<file path="src/rtl/i2c_cmd_engine.sv">
module i2c_cmd_engine #(
  parameter int CLK_HZ = 100_000_000,
  parameter int TW     = 16
) (
  input  logic          clk,
  input  logic          rst_n,
  input  logic          cmd_wr,
  input  logic [31:0]   cmd_wdata,
  output logic [31:0]   cmd_rdata,
  input  logic          fast_mode,
  input  logic [TW-1:0] scl_timeout,
  input  logic          tx_valid,
  input  logic [31:0]   tx_data,
  output logic          tx_pop,
  output logic          rx_push,
  output logic [7:0]    rx_data,
  input  logic          scl_i,
  input  logic          sda_i,
  output logic          scl_oe,
  output logic          sda_oe
);
  localparam int Q_SLOW = (CLK_HZ / 400_000 > 0) ? CLK_HZ / 400_000 : 1;
  localparam int Q_FAST = (CLK_HZ / 1_600_000 > 0) ? CLK_HZ / 1_600_000 : 1;
  localparam int QW     = $clog2(Q_SLOW + 1);

  typedef enum logic [1:0] {S_IDLE, S_START, S_BYTE, S_STOP} st_t;

  st_t           st;
  logic [1:0]    ph;
  logic [QW-1:0] qcnt;
  logic [3:0]    idx;
  logic [7:0]    sh, rcnt, cnt_r;
  logic [3:0]    proto;
  logic [2:0]    status;
  logic [TW-1:0] tcnt;
  logic          is_addr, rd_mode, last_b, samp, sda_hold, sda_want;

  wire unused_fields = ^{tx_data[30:8], cmd_wdata[30:13], cmd_wdata[8]};

  wire           busy   = (st != S_IDLE);
  wire           launch = cmd_wr && cmd_wdata[31] && !busy;
  wire [QW-1:0]  qlim   = fast_mode ? QW'(Q_FAST - 1) : QW'(Q_SLOW - 1);
  wire           stall  = busy && (ph == 2'd2) && !scl_i;
  wire           tick   = busy && !stall && (qcnt == qlim);
  wire           xmit   = is_addr || !rd_mode;
  wire           lost   = (st == S_BYTE) && (idx != 4'd8) && xmit && sh[7] && ph[1] && scl_i && !sda_i;
  wire           tmo    = stall && (tcnt >= scl_timeout);
  wire           ack_end = tick && (st == S_BYTE) && (idx == 4'd8) && (ph == 2'd3);

  assign cmd_rdata = {busy, 3'b000, status, 12'd0, proto, 1'b0, cnt_r};
  assign scl_oe    = ((st == S_BYTE) || (st == S_STOP)) && !ph[1];
  assign sda_oe    = (((st == S_BYTE) || (st == S_STOP)) && (ph == 2'd0)) ? sda_hold : sda_want;
  assign rx_push   = ack_end && !xmit;
  assign rx_data   = sh;
  assign tx_pop    = (tick && (st == S_START) && (ph == 2'd3) && tx_valid) ||
                     (ack_end && xmit && !samp && !rd_mode && tx_valid && (is_addr || !last_b));

  always_comb begin
    unique case (st)
      S_START: sda_want = ph[1];
      S_STOP:  sda_want = (ph != 2'd3);
      S_BYTE:  sda_want = (idx == 4'd8) ? (!xmit && (rcnt != 8'd1)) : (xmit && !sh[7]);
      default: sda_want = 1'b0;
    endcase
  end

  always_ff @(posedge clk or negedge rst_n) begin
    if (!rst_n) begin
      st <= S_IDLE; ph <= '0; qcnt <= '0; idx <= '0; sh <= '0; rcnt <= '0;
      cnt_r <= '0; proto <= '0; status <= '0; tcnt <= '0; is_addr <= 1'b0;
      rd_mode <= 1'b0; last_b <= 1'b0; samp <= 1'b0; sda_hold <= 1'b0;
    end else begin
      sda_hold <= sda_oe;
      if (launch) begin
        st <= S_START; ph <= '0; qcnt <= '0; tcnt <= '0; status <= '0;
        proto <= cmd_wdata[12:9]; cnt_r <= cmd_wdata[7:0]; rcnt <= cmd_wdata[7:0];
        rd_mode <= (cmd_wdata[12:9] == 4'd8);
      end else if (busy) begin
        tcnt <= stall ? tcnt + TW'(1) : '0;
        if (lost) begin
          st <= S_IDLE; status <= 3'd1;
        end else if (tmo) begin
          st <= S_IDLE; status <= 3'd4;
        end else if (!stall) begin
          if (qcnt != qlim) qcnt <= qcnt + QW'(1);
          else begin
            qcnt <= '0;
            ph   <= ph + 2'd1;
            if (ph == 2'd2) samp <= sda_i;
            if (ph == 2'd3) begin
              unique case (st)
                S_START: begin
                  st <= S_BYTE; idx <= '0; is_addr <= 1'b1; sh <= tx_data[7:0];
                end
                S_BYTE: begin
                  if (idx != 4'd8) begin
                    idx <= idx + 4'd1;
                    sh  <= {sh[6:0], samp};
                  end else begin
                    idx <= '0;
                    if (xmit && samp) begin
                      status <= is_addr ? 3'd2 : 3'd3;
                      st     <= S_STOP;
                    end else if (is_addr) begin
                      is_addr <= 1'b0;
                      if (rd_mode) begin
                        if (rcnt == 8'd0) st <= S_STOP;
                      end else if (tx_valid) begin
                        sh <= tx_data[7:0]; last_b <= tx_data[31];
                      end else st <= S_STOP;
                    end else if (rd_mode) begin
                      rcnt <= rcnt - 8'd1;
                      if (rcnt == 8'd1) st <= S_STOP;
                    end else if (last_b || !tx_valid) st <= S_STOP;
                    else begin
                      sh <= tx_data[7:0]; last_b <= tx_data[31];
                    end
                  end
                end
                S_STOP:  st <= S_IDLE;
                default: st <= S_IDLE;
              endcase
            end
          end
        end
      end
    end
  end

  AST_IDLE_RELEASED: assert property (@(posedge clk) disable iff (!rst_n)
    !busy |-> (!scl_oe && !sda_oe));
  AST_STATUS_HELD: assert property (@(posedge clk) disable iff (!rst_n)
    (!busy && !launch) |=> $stable(status));
  AST_POP_WHEN_BUSY: assert property (@(posedge clk) disable iff (!rst_n)
    tx_pop |-> busy);
  AST_SDA_MOVES_SCL_LOW: assert property (@(posedge clk) disable iff (!rst_n)
    ((st == S_BYTE) && !$stable(sda_oe)) |-> scl_oe);
  AST_PUSH_ONLY_READ: assert property (@(posedge clk) disable iff (!rst_n)
    rx_push |-> (busy && rd_mode));
  AST_LOST_RELEASE: assert property (@(posedge clk) disable iff (!rst_n)
    lost |=> (!scl_oe && !sda_oe && status == 3'd1));
  AST_TIMEOUT_ABORT: assert property (@(posedge clk) disable iff (!rst_n)
    tmo |=> (!busy && status == 3'd4));
  AST_CMD_IGNORED: assert property (@(posedge clk) disable iff (!rst_n)
    (busy && cmd_wr) |=> ({proto, cnt_r} == $past({proto, cnt_r})));
endmodule

</file>
<file path="config.mk">
export PLATFORM = sky130hd
export DESIGN_NAME = i2c_cmd_engine
export DESIGN_NICKNAME = d
export VERILOG_FILES = /design/src/rtl/i2c_cmd_engine.sv
export SDC_FILE = /design/constraint.sdc
export NUM_CORES = 1
export LEC_CHECK = 0
export BUFFER_PORTS_ARGS = -buffer_cell sky130_fd_sc_hd__buf_4
export CORE_ASPECT_RATIO = 2
export CORE_MARGIN = 2
export CORE_UTILIZATION = 56
export DETAILED_ROUTE_END_ITERATION = 8
export GPL_ROUTABILITY_DRIVEN = 0
export PLACE_DENSITY = 0.86
export SLEW_MARGIN = 20
export SYNTH_ARGS = -nofsm -noshare
export SYNTH_HDL_FRONTEND = slang
export SYNTH_SLANG_ARGS = --single-unit
</file>
<file path="constraint.sdc">
create_clock -name clk -period 3.12 [get_ports clk]
set_input_delay 0.936 -clock clk [delete_from_list [all_inputs] [get_ports clk]]
set_output_delay 0.936 -clock clk [all_outputs]
set_load 0.005 [all_outputs]
</file>
* After elaboration in Yosys (flattened, before gate mapping)
Cells that the tools add are included.
** Operators by class
- Magnitude comparators :: 1
- Reduce and logical (&&, ||, !) cells :: 67
- Bitwise logic cells :: 8
- Add/sub/neg operators :: 5
- Equal/unequal tests :: 36
- Multiplexer cells :: 77
** Operator list (count)
- two-way mux 8 bit :: 26
- two-way mux 16 bit :: 3
- two-way mux 2 bit :: 22
- logical AND 1 bit :: 30
- two-way mux 3 bit :: 10
- != test 8 x 6 -> 1 bit (second input constant) :: 3
- != test 2 bit (second input constant) :: 11
- adder 16 x 1 -> 16 bit (second input constant) :: 1
- >= comparator 16 bit :: 1
- != test 4 bit (second input constant) :: 4
- one-hot mux 8 bit (2 select lines) :: 1
- AND reduction 7 bit :: 2
- AND reduction 13 bit :: 1
- AND reduction 12 bit :: 1
- nonzero test 2 bit :: 6
- nonzero test 4 bit :: 3
- zero test 1 bit :: 11
- AND reduction 11 bit :: 1
- two-way mux 1 bit :: 10
- AND reduction 10 bit :: 1
- AND reduction 9 bit :: 1
- adder 8 x 1 -> 8 bit (second input constant) :: 1
- == test 2 bit (second input constant) :: 4
- == test 4 bit (second input constant) :: 2
- 27 further kinds :: 38
** Word-level totals
- Output and inout bits :: 44
- Word-level logic and storage cells :: 209
- Bits in registers :: 68

* Logic depth before layout (Yosys ltp)
Gate-level depths: netlist of the first run.
- Depth in word-level cells :: 15
- Gate-level depth with buffers :: 10
- Mapped depth without buffers :: 8

* Least setup slack after synthesis of the first run
OpenSTA, ideal clock, no wires.
- Path kind :: input to output
- Start :: in fast_mode
- End :: out rx_push
- Required time :: 2.184 ns
- Stages :: 4
- Arrival time :: 1.747 ns
- Buffers on the path :: 0
- Path slack :: 0.437 ns
- Path through :: and4bb_1 -> o211a_1 -> nand3_1 -> nor3_1
** On the way
- Longest elaborated chain between the ends :: 7
** RTL lines
- from (decl) :: RTL line 10 : input logic fast_mode,
- two-way mux 8 bit :: RTL line 42 : wire [QW-1:0] qlim = fast_mode ? QW'(Q_FAST - 1) : QW'(Q_SLOW - 1);
- == test 8 bit :: RTL line 44 : wire tick = busy && !stall && (qcnt == qlim);
- logical AND 1 bit :: RTL line 44
- logical AND 1 bit (3 in series) :: RTL line 48 : wire ack_end = tick && (st == S_BYTE) && (idx == 4'd8) && (ph == 2'd3);
- logical AND 1 bit :: RTL line 53 : assign rx_push = ack_end && !xmit;
- to (decl) :: RTL line 15 : output logic rx_push,
Every way passes these cells.

* Worst setup path after layout of the first run
Ends and elaborated chain as after synthesis.

==> results of run 1 <==
## critical path, stage by stage
cell	delay, ns
buf_4	0.11
and4bb_1	0.34
o211a_1	0.24
nand3_1	0.14
nor3_2	0.20
buf_4	0.14
## flip-flops by register name (all words and copies together) (netlist names)
register,flops
is_addr,1
rd_mode,1
idx,4
tcnt,16
ph,2
proto,4
sda_hold,1
rcnt,8
rx_data,8
qcnt,8
cnt_r,8
st,2
status,3
samp,1
last_b,1
## timing repair
action | CTS | global route
gates resized for setup | 0 | 4
hold buffers | 0 | 0
endpoints found under the setup margin | 0 | 2
buffers inserted | 0 | 0
## power by group through the flow
stage	Combinational [µW]	Clock, µW	Sequential, µW
global route	806	1020	1100
CTS	720	982	1090
floorplan	509	0	1070
finish	721	962	1090
global placement	686	0	1090
detailed placement	713	0	1100
## cell families after synthesis
logic type	count (synthesis)	synth area share
flip-flops	68	0.396
other	1	0.000872
XOR/XNOR	7	0.0143
multiplexers	11	0.0265
buffers and inverters	63	0.0745
AO/OA/AOI/OAI	118	0.178
AND/OR/NAND/NOR	185	0.217
adder cells (fa/ha/maj)	32	0.0931
## stage by stage
stage | total power (µW) | setup WS (ns) | hold slack, ns | instances
2_1_floorplan | 1580 | 0.437 | 0.455 | 500
3_5_place_dp | 1810 | 0.104 | 0.468 | 639
3_3_place_gp | 1780 | 0.113 | 0.461 | 639
6_report | 2770 | 0.0757 | 0.482 | 654
5_1_grt | 2930 | 0.00733 | 0.509 | 654
4_1_cts | 2790 | 0.0225 | 0.486 | 654
## path summary, 6_finish.rpt
check | startpoint | endpoint | slack (ns) | cells past startpoint
worst max-delay path | fast_mode | rx_push | 0.08 | 6
max in group asynchronous | rst_n | rcnt[4] | 1.82 | 1
worst min register to register | proto[2] | proto[2] | 0.48 | 2
worst max register to register | st[1] | rcnt[6] | 0.52 | 9
min in group asynchronous | rst_n | tcnt[2] | 0.71 | 1
worst min-delay path | proto[2] | proto[2] | 0.48 | 2
## layout by cell type (no fill, tap or decap), types with 3 or more instances in the layout
| master | n |
|---|---|
| o22ai_1 | 3 |
| buf_4 | 78 |
| a22o_1 | 6 |
| o21ai_1 | 7 |
| nand4_1 | 10 |
| nor3_2 | 3 |
| inv_1 | 29 |
| clkbuf_16 | 9 |
| a31oi_1 | 11 |
| nor4_1 | 3 |
| nor3_1 | 6 |
| mux2i_1 | 8 |
| mux2_2 | 3 |
| nor2_1 | 29 |
| a21oi_1 | 17 |
| o31ai_1 | 3 |
| o21ai_2 | 3 |
| nand2_1 | 92 |
| dfrtp_1 | 67 |
| xnor2_1 | 4 |
| and3_1 | 5 |
| clkbuf_8 | 4 |
| xor2_1 | 3 |
| nor2b_1 | 3 |
| ha_1 | 31 |
| conb_1 | 16 |
| o21ai_0 | 45 |
| nand3_1 | 11 |
## routing by layer
metal / vias up / global-route usage / routed length (µm)
met2: 130 / 0.453 / 5420
met1: 1796 / 0.269 / 3570
li1: 1813 / - / -
met3: 17 / 0.0500 / 495
met4: 0 / 0.120 / 206
met5: - / 0 / 0
## cell type report
class / instances / area, µm² / share of cell area
multi-input cells: 369 / 2350 / 0.456
flip-flops and latches: 68 / 1700 / 0.330
repair buffers: 78 / 586 / 0.114
clock buffers: 14 / 284 / 0.0551
well taps: 94 / 118 / 0.0228
inverters: 30 / 113 / 0.0218
clock inverters: 1 / 5.00 / 0.000970
==> impl_summary.log, run 1 <==
INFO  metric post_synthesis_sequential_area_ratio = 0.396
INFO  metric drive_gt1_frac = 0.211
INFO  metric post-route-min-period = 3.04 ns
INFO  metric synth_area_per_cell = 8.87 µm²
INFO  metric p_int = 1920 µW
INFO  metric dpl_cell_area = 4850 µm²
INFO  metric fp.coreArea = 7540 µm²
INFO  metric drt_wl_total = 9680 µm
INFO  metric synth_seq_cells = 68
INFO  metric synthDistinctLibCells = 67
INFO  metric port-buffer-count = 72
INFO  metric crit_arrival = 2.11 ns
INFO  metric grt_antenna_before_repair = 0
INFO  metric grt_start_max_net_pins = 69
INFO  metric design.die.area = 8440 µm²
INFO  metric die_height = 128 µm
INFO  metric cap_viol_max_count = 0
INFO  metric post_synth_most_frequent_cells = nand2_1 (92), dfrtp_1 (68), o21ai_0 (45)
INFO  metric p_sw_frac = 0.306
INFO  metric post-route-drc-count = 0
INFO  metric clockRootBuffer = clkbuf_16
INFO  metric cp-start-kind = input pin
INFO  metric synth_enable_flop_cells = 0
INFO  metric cts.path.max_buffers = 2
INFO  metric ir_worst_vdd = 406 µV
INFO  metric clock.fmax = 328 MHz
INFO  metric floorplan.die.width = 66.0 µm
INFO  metric hold_class = reg -> reg
INFO  metric synth_top_cells_by_area = dfrtp_1 (40%), ha_1 (9.3%), nand2_1 (8.0%), o21ai_0 (5.2%), buf_4 (3.3%)
INFO  metric detail_route.first_pass.iterations = 5
INFO  metric dp.final_hpwl = 7250 µm
INFO  metric number_of_drc_markers_in_iteration_0 = 293
INFO  metric synth.top_cell.area_share = 0.396
INFO  metric synthArstFlopShare = 1.00
INFO  metric finish.net_count = 675
INFO  metric boundary_pin_count = 131
INFO  metric final_antenna_net_count = 0
INFO  metric tritoncts = done
INFO  metric finClkSkew = 0.00432 ns
INFO  metric routed_vias_inst = 5.74
INFO  metric pwr-share-clk = 0.347
INFO  metric worstSkewPairLatency = 0.33 ns
INFO  metric path_max_fanout = 3
INFO  metric groute.usage.overall = 0.250
INFO  metric final_hold_viol_count = 0
INFO  metric number_of_cells_produced_by_synthesis = 485
INFO  metric synthDominantAreaCellType = dfrtp_1
INFO  metric setup_tns = 0 ns
INFO  metric finalCoreUtilization = 0.684
INFO  metric cts.reportedPaths.clkPinSlew = 0.05 ns
INFO  metric pins_over_their_slew_limit = 0
INFO  metric filler_cell_count = 587
INFO  metric criticalPathCategory = in -> out
INFO  metric vias = 3756
INFO  metric final.period_utilization = 0.976
INFO  metric initial_core_utilization = 0.570
INFO  metric syn_to_final_growth = 20.0%
INFO  metric status = completed
INFO  metric wire_length_of_the_first_global_routing_pass = 16500 µm
INFO  metric first_global_vias = 3791
INFO  metric ys_dominant_reg_cell = dfrtp_1
INFO  metric synth_most_common_cell = nand2_1
INFO  metric setup_violations_final = 0
INFO  metric num_antenna_cells = 0
INFO  metric postLayoutCellArea = 5160 µm²
INFO  metric netSwitchingPower = 848 µW
INFO  metric clock-sinks = 68
INFO  metric power_per_cell_area = 537 nW/µm²
INFO  metric post_synthesis_instance_area = 4300 µm²
INFO  metric power_frac_comb = 0.260
INFO  metric h-tree-depth = 3
INFO  metric seq_power_share = 0.393
INFO  metric detail_route.wl_per_cell = 14.8 µm
INFO  metric timing.max_slew.rel_slack = 0.440
INFO  metric crit_required = 2.18 ns
INFO  metric tritoncts.num_buffers = 9
INFO  metric worst_slew_pin_slew = 0.839 ns
INFO  metric power_leakage = 0.00260 µW
INFO  metric setup.worst_path.end_class = primary output
INFO  metric yosysWarningCount = 0
INFO  metric grt_remaining_overflow = 0
INFO  metric std_cell_rows = 45
INFO  metric grt_setup_unrepaired = yes
Power figures use the tool's default switching activity.
==> run 2: changes to the inputs <==
CORE_MARGIN = unset   (was 2)
CTS_CLUSTER_SIZE = 40   (was unset)
==> run 2 against run 1 <==
  * Cell area rose by 1.7%
  * Critical path type is now reg -> out
  * Sequential power is essentially flat
  * Combinational power increased by 6.0%
  * Routed wire length rose by 4.8%
  * Die area decreased by 4.5%
  * Hold slack worse by 0.0084 ns
  * First-iteration DRC count fell by 7.8%
  * Fmax about the same
  * Sequential share of layout area is 0.54 points lower
  * Non-clock buffer count up 1
  * Final cell count stayed put
  * Via count grew 1.1%
==> impl_summary.log, run 2 (same netlist as run 1, synthesis figures left out) <==
INFO  metric rr_worst_depth = 9
INFO  metric final_antenna_net_count = 0
INFO  metric chain_of_cells_forming_the_critical_path = nor4_4, a31oi_1, nand2_1, nand2_1, a222oi_1, o22ai_2, buf_4
INFO  metric dp.final_hpwl = 7310 µm
INFO  metric worst_r2r_setup_slack = 0.50 ns
INFO  metric largest_register_ffs = 16
INFO  metric worstPathBufferInverterCount = 1
INFO  metric slowest_stage = dfrtp_1
INFO  metric number_of_hold_buffers_added_after_cts = 0
INFO  metric status = completed
INFO  metric tritoncts = done
INFO  metric crit_arrival = 2.11 ns
INFO  metric holdPathStages = 2
INFO  metric fp.coreArea = 7320 µm²
INFO  metric cts.path.max_buffers = 2
INFO  metric number_of_drc_markers_in_iteration_0 = 270
INFO  metric largest_register = tcnt
INFO  metric routed_vias_inst = 5.81
INFO  metric worstSetupPathDepth = 7
INFO  metric initial_core_utilization = 0.587
INFO  metric detail_route.first_pass.iterations = 7
INFO  metric pins_over_their_slew_limit = 0
INFO  metric criticalPathCategory = reg -> out
INFO  metric max_stage_delay = 0.45 ns
INFO  metric cap_viol_max_count = 0
INFO  metric floorplan.die.width = 64.0 µm
INFO  metric syn_to_final_growth = 22.0%
INFO  metric grt_remaining_overflow = 0
INFO  metric groute.usage.overall = 0.272
INFO  metric tritoncts.num_buffers = 9
INFO  metric first_global_vias = 3841
INFO  metric setup_violations_final = 0
INFO  metric post-route-min-period = 3.04 ns
INFO  metric drt_wl_total = 10200 µm
INFO  metric path_max_fanout = 5
INFO  metric port-buffer-count = 72
INFO  metric vias = 3797
INFO  metric timing.critical_path.max_delay_family = compound AO/OA/AOI/OAI gates
INFO  metric finish.net_count = 676
INFO  metric num_antenna_cells = 0
INFO  metric clock.fmax = 328 MHz
INFO  metric dp_slack = 0.136 ns
INFO  metric detail_route.wl_per_cell = 15.5 µm
INFO  metric final.period_utilization = 0.976
INFO  metric hold_class = reg -> reg
INFO  metric ir_worst_vdd = 482 µV
INFO  metric clockRootBuffer = clkbuf_16
INFO  metric drive_gt1_frac = 0.214
INFO  metric cts_setup_buffers = 0
INFO  metric sequential_cell_area = 1700 µm²
INFO  metric cts.reportedPaths.clkPinSlew = 0.05 ns
INFO  metric final_critical_path_setup_slack = 0.0758 ns
INFO  metric die_height = 126 µm
INFO  metric hold_slack = 0.474 ns
INFO  metric grt_start_max_net_pins = 69
INFO  metric timing.max_slew.rel_slack = 0.431
INFO  metric boundary_pin_count = 131
INFO  metric post-route-drc-count = 0
INFO  metric filler_cell_count = 542
INFO  metric h-tree-depth = 3
INFO  metric setup_tns = 0 ns
INFO  metric power_per_cell_area = 594 nW/µm²
INFO  metric layout.cells.most_common_list = nand2_1 (92), buf_4 (79), dfrtp_1 (67)
INFO  metric crit_required = 2.18 ns
INFO  metric grt_setup_unrepaired = no
INFO  metric wire_length_of_the_first_global_routing_pass = 17100 µm
INFO  metric finClkSkew = 0.00663 ns
INFO  metric final_hold_viol_count = 0
INFO  metric design.die.area = 8060 µm²
INFO  metric critical-path-top-cell-by-count = nand2_1
INFO  metric std_cell_rows = 44
INFO  metric power_leakage = 0.00265 µW
INFO  metric clock-sinks = 68
INFO  metric multi_input_comb_area = 2350 µm²
INFO  metric setup.worst_path.end_class = primary output
INFO  metric layout.cells.most_common = nand2_1
INFO  metric worstSkewPairLatency = 0.34 ns
INFO  metric grt_antenna_before_repair = 0
INFO  metric cp-start-kind = register
INFO  metric worst_slew_pin_slew = 0.853 ns
INFO  metric total_power = 3120 µW
==> run 2: changes by cell type in the layout (fill, tap and decap cells not counted), sizes merged <==
cell    change
buf         +1
bufinv      +4
clkbuf      -2
clkinv      -1
==> run 2: where the power goes <==
part,switching [µW],internal (µW),total (µW)
combinational,435,329,764
clock,377,884,1260
sequential,107,986,1090
total,918,2200,3120
==> run 2: final cells by class <==
type | instances | area share
Multi-Input combinational cell | 369 | 0.449
Tap cell | 92 | 0.0219
Inverter | 30 | 0.0215
Sequential cell | 68 | 0.325
Timing Repair Buffer | 79 | 0.113
Clock inverter | 4 | 0.0229
Clock buffer | 12 | 0.0470
==> run 2: metrics by stage <==
stage | util | instances | area, µm²
3_3_place_gp | 0.663 | 638 | 4860
4_1_cts | 0.713 | 654 | 5220
3_5_place_dp | 0.663 | 638 | 4860
6_report | 0.716 | 654 | 5250
2_1_floorplan | - | 500 | 4360
5_1_grt | 0.716 | 654 | 5250
==> run 2: routing by layer <==
| layer | GRT usage | part of all wire |
|---|---|---|
| met1 | 0.284 | 0.37 |
| met3 | 0.0553 | 0.046 |
| met2 | 0.486 | 0.54 |
| met5 | 0 | 0 |
| met4 | 0.166 | 0.043 |
==> run 2: timing repair <==
item | in CTS | in global routing
gates resized for setup | 0 | 5
endpoints found under the setup margin | 0 | 3
hold endpoints to repair | 0 | 0
==> run 2: worst min-delay path, stage by stage (launching register included) <==
cell and delay [ns]:
dfrtp_1 0.34, nand2_1 0.05, nand2_1 0.05
==> run 2: final timing paths <==
check,startpoint,endpoint
worst max-delay path,rcnt[5],sda_oe
worst min-delay path,cnt_r[3],cnt_r[3]
worst max register to register,st[0],rcnt[6]
worst min register to register,cnt_r[3],cnt_r[3]
max in group asynchronous,rst_n,rcnt[4]
min in group asynchronous,rst_n,qcnt[7]
==> run 3: changes to the inputs <==
ABC_AREA = 1   (was unset)
CORE_UTILIZATION = 53   (was 56)
PLACE_DENSITY = 0.81   (was 0.86)
clock period = 3 ns   (was 3.12 ns; I/O delays follow)
==> run 3 against run 2 <==
  * Sequential share of layout area down 1.0 points
  * Routed wire length up 4.7%
  * First-iteration DRC count down 4.4%
  * Synthesized cell count up 19%
  * Critical path type unchanged
  * Largest power group is now combinational cells
  * Highest routed layer unchanged
==> impl_summary.log, run 3 <==
INFO  metric design.die.area = 8870 µm²
INFO  metric fp.coreArea = 8230 µm²
INFO  metric syn_to_final_growth = 20.4%
INFO  metric worstPathBufferInverterCount = 3
INFO  metric setup_violations_final = 0
INFO  metric sequential_cell_area = 1700 µm²
INFO  metric final_antenna_net_count = 0
INFO  metric synth_enable_flop_cells = 0
INFO  metric synth.top_cell.area_share = 0.379
INFO  metric cts.reportedPaths.clkPinSlew = 0.05 ns
INFO  metric power_leakage = 0.00287 µW
INFO  metric total_power = 3560 µW
INFO  metric post_synth_mux_area_share = 0.0178
INFO  metric detail_route.first_pass.iterations = 5
INFO  metric filler_cell_count = 703
INFO  metric clockRootBuffer = clkbuf_16
INFO  metric yosysWarningCount = 0
INFO  metric groute.usage.overall = 0.268
INFO  metric max_stage_delay = 0.39 ns
INFO  metric detail_route.wl_per_cell = 13.9 µm
INFO  metric synth_top_family_by_area = simple AND/OR/NAND/NOR gates
INFO  metric die_height = 132 µm
INFO  metric synthDistinctLibCells = 47
INFO  metric clock.fmax = 349 MHz
INFO  metric wire_length_of_the_first_global_routing_pass = 18100 µm
INFO  metric worstSkewPairLatency = 0.34 ns
INFO  metric final_hold_viol_count = 0
INFO  metric grt_setup_unrepaired = no
INFO  metric synthDominantAreaCellType = dfrtp_1
INFO  metric dp.final_hpwl = 8120 µm
INFO  metric initial_core_utilization = 0.546
INFO  metric post_synthesis_sequential_area_ratio = 0.379
INFO  metric layoutNonFillerInstCount = 762
INFO  metric finish.net_count = 779
INFO  metric pins_over_their_slew_limit = 0
INFO  metric slowest_stage = dfrtp_1
INFO  metric hold_class = reg -> reg
INFO  metric drive_gt1_frac = 0.206
INFO  metric ys_dominant_reg_cell = dfrtp_1
INFO  metric drt_wl_total = 10600 µm
INFO  metric setup_tns = 0 ns
INFO  metric worst_r2r_setup_slack = 0.66 ns
INFO  metric largest_register_ffs = 16
INFO  metric power_per_cell_area = 657 nW/µm²
INFO  metric post_synth_and_or_nand_nor_area_fraction = 0.258
INFO  metric grt_start_max_net_pins = 69
INFO  metric chain_of_cells_forming_the_critical_path = inv_1, ha_4, buf_4, o21ai_0, nand3_1, o21ai_0, buf_4
INFO  metric final.period_utilization = 0.955
INFO  metric tritoncts = done
INFO  metric synthArstFlopShare = 1.00
INFO  metric post-route-drc-count = 0
INFO  metric post_synth_most_frequent_cells = nand2_1 (137), inv_1 (76), dfrtp_1 (68)
INFO  metric finClkSkew = 0.00654 ns
INFO  metric cts.path.max_buffers = 2
INFO  metric setup.worst_path.end_class = primary output
INFO  metric grt_antenna_before_repair = 0
INFO  metric boundary_pin_count = 131
INFO  metric routed_vias_inst = 5.43
INFO  metric synth_top_cells_by_area = dfrtp_1 (38%), nand2_1 (11%), ha_1 (8.9%), inv_1 (6.3%), nand3_1 (4.0%)
INFO  metric yosys.area_share.adder = 0.0891
INFO  metric synth_area_per_cell = 7.81 µm²
INFO  metric synth_compound_gate_area_share = 0.129
INFO  metric ir_worst_vdd = 544 µV
INFO  metric timing.max_slew.rel_slack = 0.419
INFO  metric timing.critical_path.max_delay_family = compound AO/OA/AOI/OAI gates
INFO  metric synth_seq_cells = 68
INFO  metric std_cell_rows = 47
INFO  metric first_global_vias = 4325
INFO  metric layout.cells.most_common_list = nand2_1 (137), buf_4 (84), inv_1 (75)
INFO  metric port-buffer-count = 72
INFO  metric path_max_fanout = 6
INFO  metric h-tree-depth = 3
INFO  metric synth_most_common_cell = nand2_1
INFO  metric worst_slew_pin_slew = 0.871 ns
INFO  metric layout.cells.most_common = nand2_1
INFO  metric multi_input_comb_area = 2370 µm²
INFO  metric synthXorXnorAreaFrac = 0.0136
INFO  metric number_of_drc_markers_in_iteration_0 = 258
INFO  metric cap_viol_max_count = 0
INFO  metric number_of_hold_buffers_added_after_cts = 0
INFO  metric num_antenna_cells = 0
INFO  metric floorplan.die.width = 67.1 µm
INFO  metric post_synthesis_instance_area = 4490 µm²
INFO  metric crit_arrival = 1.96 ns
INFO  metric vias = 4137
INFO  metric criticalPathCategory = reg -> out
INFO  metric grt_remaining_overflow = 0
INFO  metric placed_cells = 746
INFO  metric cp-start-kind = register
INFO  metric post-route-min-period = 2.86 ns
INFO  metric clock-sinks = 68
INFO  metric status = completed
INFO  metric tritoncts.num_buffers = 9
INFO  metric crit_required = 2.10 ns
INFO  metric number_of_cells_produced_by_synthesis = 575
INFO  metric largest_register = tcnt
-- run 3: cell types whose count changed after synthesis, sizes merged, moves of 6 or more --
cell,delta
a21oi,+8
nand2,+51
clkbuf,-6
a31oi,-8
nor2,+19
o21ai,-13
inv,+53
nand3,+28
-- run 3: report_power, final --
group,leakage [µW],internal [µW],switching (µW)
Clock,0.000126,550,369
Sequential,0.000871,1120,153
Combinational,0.00187,563,798
-- run 3: final cells by class --
type	count	area share
Sequential cell	68	0.314
Timing Repair Buffer	84	0.117
Multi-Input combinational cell	412	0.438
Tap cell	98	0.0227
Clock buffer	12	0.0437
Inverter	85	0.0615
Clock inverter	3	0.00277
-- run 3: per-layer routing --
layer | vias to the layer above | track usage | part of all wire
met2 | 128 | 0.482 | 0.57
met3 | 36 | 0.0614 | 0.048
met5 | - | 0 | 0
met4 | 0 | 0.154 | 0.036
li1 | 2015 | - | -
met1 | 1958 | 0.263 | 0.35
-- run 3: cell families (layout without fill, tap and decap cells) --
logic type / count (synthesis) / in the layout
compound gates: 91 / 91
mux: 8 / 8
other cells: 1 / 16
buf+inv: 110 / 184
flops: 68 / 68
simple gates: 258 / 258
fa+ha+maj: 32 / 32
xor+xnor: 7 / 7
-- run 3: tightest hold or removal path: stages (launching register included) --
cell,delay (ns)
dfrtp_1,0.34
nand2_1,0.05
nand2_1,0.05
-- run 3: worst paths after layout --
path	from	depth (start not counted)	endpoint
max	st[0]	7	sda_oe
min	proto[3]	2	proto[3]
max reg2reg	idx[0]	14	rx_data[4]
min reg2reg	proto[3]	2	proto[3]
max in group asynchronous	rst_n	1	tcnt[10]
min in group asynchronous	rst_n	1	tcnt[1]
-- run 3: repair_timing --
action / 4_1_cts / 5_1_grt
gates cloned: 0 / 0
endpoints found under the setup margin: 1 / 2
setup buffers: 0 / 1
gates resized for setup: 3 / 5
-- run 3: stage by stage --
stage / setup WS (ns) / cell area, µm² / utilization / hold WS, ns
after floorplan: 0.440 / 4550 / - / 0.465
after global placement: 0.142 / 5120 / 0.621 / 0.458
after detailed placement: 0.0857 / 5120 / 0.621 / 0.464
after CTS: 0.00351 / 5380 / 0.654 / 0.479
after global routing: 0.00540 / 5410 / 0.657 / 0.500
final: 0.135 / 5410 / 0.657 / 0.475
